==> src/rtl/dma_req_scan.sv <==
module dma_req_scan #(
  parameter int ADDR_W = 16,
  parameter int CNT_W = 16,
  parameter int HIGH_PAGE_EN = 1,
  localparam int LEN_W = CNT_W + 2,
  localparam int PA_W = ADDR_W + 15
) (
  input  logic                clk,
  input  logic                rst_n,
  input  logic [7:0]          dreq_i,
  input  logic [7:0]          mask_i,
  input  logic [7:0]          dec_i,
  input  logic [8*ADDR_W-1:0] cur_addr_i,
  input  logic [8*CNT_W-1:0]  base_cnt_i,
  input  logic                pg_we_i,
  input  logic                pg_hi_i,
  input  logic                pg_ctl_i,
  input  logic [2:0]          pg_off_i,
  input  logic [7:0]          pg_wdata_i,
  output logic [7:0]          pg_rdata_o,
  input  logic [LEN_W-1:0]    xfer_pos_i,
  input  logic [LEN_W-1:0]    xfer_len_i,
  output logic                gnt_valid_o,
  output logic [2:0]          gnt_chan_o,
  output logic [LEN_W-1:0]    gnt_len_o,
  output logic [PA_W-1:0]     gnt_addr_o,
  output logic [PA_W-1:0]     mem_addr_o
);

  logic [7:0] page_q [8];
  logic [7:0] hpage_q [8];
  logic [7:0] st_q;
  logic [2:0] ptr_q;
  logic       gnt_dec_q;

  // sparse page port decode
  logic       map_ok;
  logic [1:0] map_ch;
  always_comb begin
    map_ok = 1'b1;
    map_ch = 2'd0;
    case (pg_off_i)
      3'd7: map_ch = 2'd0;
      3'd3: map_ch = 2'd1;
      3'd1: map_ch = 2'd2;
      3'd2: map_ch = 2'd3;
      default: map_ok = 1'b0;
    endcase
  end
  wire [2:0] pidx = {pg_ctl_i, map_ch};
  wire hi_ok = (HIGH_PAGE_EN != 0);

  always_ff @(posedge clk or negedge rst_n) begin
    if (!rst_n) begin
      for (int i = 0; i < 8; i++) begin
        page_q[i]  <= '0;
        hpage_q[i] <= '0;
      end
    end else if (pg_we_i && map_ok) begin
      if (!pg_hi_i)   page_q[pidx]  <= pg_wdata_i;
      else if (hi_ok) hpage_q[pidx] <= pg_wdata_i;
    end
  end

  assign pg_rdata_o = !map_ok ? 8'd0 :
                      !pg_hi_i ? page_q[pidx] :
                      hi_ok ? hpage_q[pidx] : 8'd0;

  // scan and grant
  wire [7:0]       elig = st_q & ~mask_i;
  wire [CNT_W-1:0] cnt  = base_cnt_i[ptr_q*CNT_W +: CNT_W];
  wire [LEN_W-1:0] len  = (LEN_W'(cnt) + LEN_W'(1)) << ptr_q[2];
  wire [PA_W-1:0]  addr = {hpage_q[ptr_q][6:0], page_q[ptr_q], cur_addr_i[ptr_q*ADDR_W +: ADDR_W]};

  always_ff @(posedge clk or negedge rst_n) begin
    if (!rst_n) begin
      st_q        <= '0;
      ptr_q       <= '0;
      gnt_valid_o <= 1'b0;
      gnt_chan_o  <= '0;
      gnt_len_o   <= '0;
      gnt_addr_o  <= '0;
      gnt_dec_q   <= 1'b0;
    end else begin
      st_q <= dreq_i;
      if (elig[ptr_q]) begin
        gnt_valid_o <= 1'b1;
        gnt_chan_o  <= ptr_q;
        gnt_len_o   <= len;
        gnt_addr_o  <= addr;
        gnt_dec_q   <= dec_i[ptr_q];
        ptr_q       <= '0;
      end else begin
        gnt_valid_o <= 1'b0;
        ptr_q       <= ptr_q + 3'd1;
      end
    end
  end

  assign mem_addr_o = gnt_dec_q ? gnt_addr_o - PA_W'(xfer_pos_i) - PA_W'(xfer_len_i)
                                : gnt_addr_o + PA_W'(xfer_pos_i);

  p_grant_eligible_r4: assert property (@(posedge clk) disable iff (!rst_n)
    gnt_valid_o |-> ((($past(elig) >> gnt_chan_o) & 8'd1) != 8'd0));

  p_restart_after_grant_r5: assert property (@(posedge clk) disable iff (!rst_n)
    gnt_valid_o |-> ptr_q == 3'd0);

  p_word_len_even_r7: assert property (@(posedge clk) disable iff (!rst_n)
    (gnt_valid_o && gnt_chan_o[2]) |-> !gnt_len_o[0]);

  p_unmapped_reads_zero_r1: assert property (@(posedge clk) disable iff (!rst_n)
    (pg_off_i == 3'd0 || pg_off_i == 3'd4 || pg_off_i == 3'd5 || pg_off_i == 3'd6) |-> pg_rdata_o == 8'd0);

  p_status_follows_dreq_r8: assert property (@(posedge clk) disable iff (!rst_n)
    $rose(gnt_valid_o) |-> ((($past(dreq_i, 2) >> gnt_chan_o) & 8'd1) != 8'd0));

endmodule

==> config.mk <==
export PLATFORM = sky130hd
export DESIGN_NAME = dma_req_scan
export DESIGN_NICKNAME = d
export VERILOG_FILES = /design/src/rtl/dma_req_scan.sv
export SDC_FILE = /design/constraint.sdc
export NUM_CORES = 1
export LEC_CHECK = 0
export BUFFER_PORTS_ARGS = -buffer_cell sky130_fd_sc_hd__buf_4
export CAP_MARGIN = 20
export CORE_MARGIN = 2
export CORE_UTILIZATION = 45
export CTS_CLUSTER_DIAMETER = 30
export DETAILED_ROUTE_END_ITERATION = 6
export PLACE_DENSITY = 0.73
export SYNTH_ARGS = -nofsm -noshare
export SYNTH_HDL_FRONTEND = slang
export SYNTH_SLANG_ARGS = --single-unit
export TNS_END_PERCENT = 1
==> constraint.sdc <==
create_clock -name clk -period 5.4 [get_ports clk]
set_input_delay 1.08 -clock clk [delete_from_list [all_inputs] [get_ports clk]]
set_output_delay 1.08 -clock clk [all_outputs]
set_load 0.01 [all_outputs]
==> impl_metrics.yaml <==
drt:
  ant_nets: 0
  wl_per_cell_um: 24.59
  drc: 0
  dr.pass1.iters: 5
  vias: 12960
  totalWireLength_mm: 52.26
  viasPerCell: 6.100
  first_iter_violations: 1159
synth:
  syn_nets: 1725
  yosysSeqAreaShare_pct: 33.80
  synth-edff-count: 0
  ys_types: 70
  async_flop_share_pct: 100.0
  synth_most_common_cell: "dfrtp_1"
  yosys-top-cells-count: "dfrtp_1, mux2_2, nor2_1"
  synth-seq-cells: 193
  netlist.area_leader.share_pct: 33.80
  synth_flop_cell: "dfrtp_1"
  synth_cells: 1333
  mappedNetlistArea_um2: 14290
  yosys-top-cells-area: "dfrtp_1, mux4_2, mux2_2"
  yosysWarnings: 0
  post-synth-top-area-cell: "dfrtp_1"
  syn_avg_cell_area_um2: 10.72
timing:
  worst_pin_slew_ps: 1066
  finalCritPeriodShare_pct: 97.06
  tns_ps: 0
  fin_skew_ps: 26.10
  fmax_ghz: 0.1908
  slew_headroom_pct: 28.81
  maxSlewViolCount: 0
  hold_ws_ps: 473.1
  period_needed_ps: 5241
  setup_violations: 0
  rsz0062_at_grt: "no"
  hold_viol: 0
worst_hold_path:
  min_path_cells: 2
  hold_class: "reg -> reg"
  min_from: "gnt_len_o[1]"
floorplan:
  die_x_um: 182.2
  initial_core_util_pct: 45.52
  dieArea_um2: 33200
  die_y_um: 182.2
  ios: 424
  rows: 65
  core_um2: 31390
power:
  power.leakage_nw: 8.494
  pwr_density_cell_nw_per_um2: 518.4
  ir_drop_v: 0.0002374
finish:
  drive_above_1_share_pct: 40.63
  utilization_pct: 58.56
  nets: 2097
  area_delta_synth_final_pct: 28.65
  n_fill_cell: 2682
  final_cells: 2125
flow_run:
  max_cap_violations: 0
placement:
  place_inst: 2088
  place.gp.congestion: 1.061
  dp_hpwl_mm: 39.09
  portBuffers: 423
clocking:
  clk_path_buf_depth: 2
  cts_buffers: 17
  clk_latency_ps: 460
  cts_setup_buffers: 0
  ctsHoldBuffers: 0
  htree_num_levels: 4
  root_buffer: "clkbuf_16"
  clkTransAtPathRegs_ps: 70
  clock-sinks: 193
  cts_tree: "built"
  cts_resized: 0
critical_path:
  critPathMaxFanout: 5
  worst_ep_arrival_time_ps: 4160
  crit_start: "xfer_pos_i[8]"
  cp-end-kind: "output pin"
  crit-reg2reg-launch: "ptr_q[0]"
  reg2reg_depth: 7
  required_ps: 4320
  crit_type: "in -> out"
  startpoint_type: "primary input"
global_route:
  grt_pass1_wl_mm: 79.10
  antenna_found_initial: 4
  grt_pass1_vias: 13260
  grt_usage_pct: 31.43
  grt_overflow: 0
  grt_max_degree: 119
status:
  status: "finished, final reports clean"
[through the flow]
step                      setup WS (ps)  power (W)  cell area [um2]
after CTS                         201.4   0.009474            18370
after global placement            214.3   0.008015            17730
after global routing              26.59    0.01013            18380
after detailed placement          209.8   0.008108            17730
after floorplan                   753.7   0.005961            14290
final                             158.7   0.009530            18380
[sequential cells by signal (all words and copies together) (netlist names)]
register and flops:
gnt_chan_o 3, gnt_valid_o 1, hpage_q 64, gnt_dec_q 1, st_q 8, gnt_len_o 18
gnt_addr_o 31, ptr_q 3, page_q 64
[worst paths after layout]
path / endpoint / slack (ps)
hold reg to reg: gnt_len_o[1] / 470
max in group asynchronous: ptr_q[0] / 3690
hold / removal: gnt_len_o[1] / 470
setup / recovery: mem_addr_o[17] / 160
min in group asynchronous: page_q[41] / 740
setup reg to reg: gnt_len_o[16] / 1660
[power by group]
group          switching (W)  total [W]  internal (W)  leakage (nW)
sequential          0.000595    0.00241       0.00182          2.46
combinational        0.00303    0.00576       0.00272          5.73
clock               0.000684    0.00136      0.000677         0.302
[routing by layer]
metal,global-route usage (%),vias to the layer above,share of wire [%]
li1,-,5742,-
met1,39.22,6437,39
met2,52.17,657,49
met3,6.725,126,7.7
met4,15.19,0,4.6
met5,0,-,0
[layout make-up]
class	instances	area, um2	area share (%)
antenna	5	12.51	0.06806
clock buffer	17	425.4	2.314
clock inverter	15	209.0	1.137
inverter	63	236.5	1.286
multi-input combinational	992	8850	48.14
sequential	193	4841	26.33
tap	402	503.0	2.736
timing repair buffer	438	3307	17.99
[critical path, cell delays in order]
cell and delay, ps:
buf_4 80, inv_1 50, fa_1 530, ha_1 360, and3_1 250, and2_1 190, a221o_1 370, a221o_1 390
a21boi_0 250, xor2_1 100, o211ai_1 300, buf_4 190
[cell families after synthesis]
group | synth area share [%]
AOI/OAI and AO/OA | 12.17
xor gates and xnor gates | 3.371
adders and majority gates | 6.252
buffers and inverters | 4.360
DFF | 33.80
muxes | 29.12
and+or+nand+nor | 10.93
[placed cells by master (no fill, tap or decap), types with 5 or more instances in the layout]
cell type / netlist / layout
a21o_1: 18 / 18
clkbuf_16: 0 / 17
diode_2: 0 / 5
o221ai_1: 10 / 10
inv_1: 63 / 63
ha_1: 41 / 41
mux4_1: 9 / 9
nor3_1: 25 / 25
o21ai_0: 71 / 69
and3_1: 10 / 10
xor2_1: 28 / 28
nand3_1: 19 / 19
nor2_1: 114 / 113
a211oi_1: 12 / 11
mux4_2: 87 / 87
a22oi_1: 5 / 5
nor4_1: 13 / 13
mux2i_1: 49 / 49
nand2b_1: 12 / 12
o211ai_1: 6 / 6
buf_4: 0 / 436
o22a_1: 9 / 9
dfrtp_1: 193 / 190
nand3b_1: 7 / 7
nand4_1: 7 / 7
and2_1: 6 / 6
o22ai_1: 30 / 30
fa_1: 19 / 19
mux2_2: 131 / 131
clkinv_8: 0 / 7
a31oi_1: 11 / 11
nand2_1: 98 / 98
xnor2_1: 27 / 27
o21a_1: 5 / 5
a21oi_1: 40 / 40
nor2b_1: 9 / 9
Power figures use the tool's default switching activity.
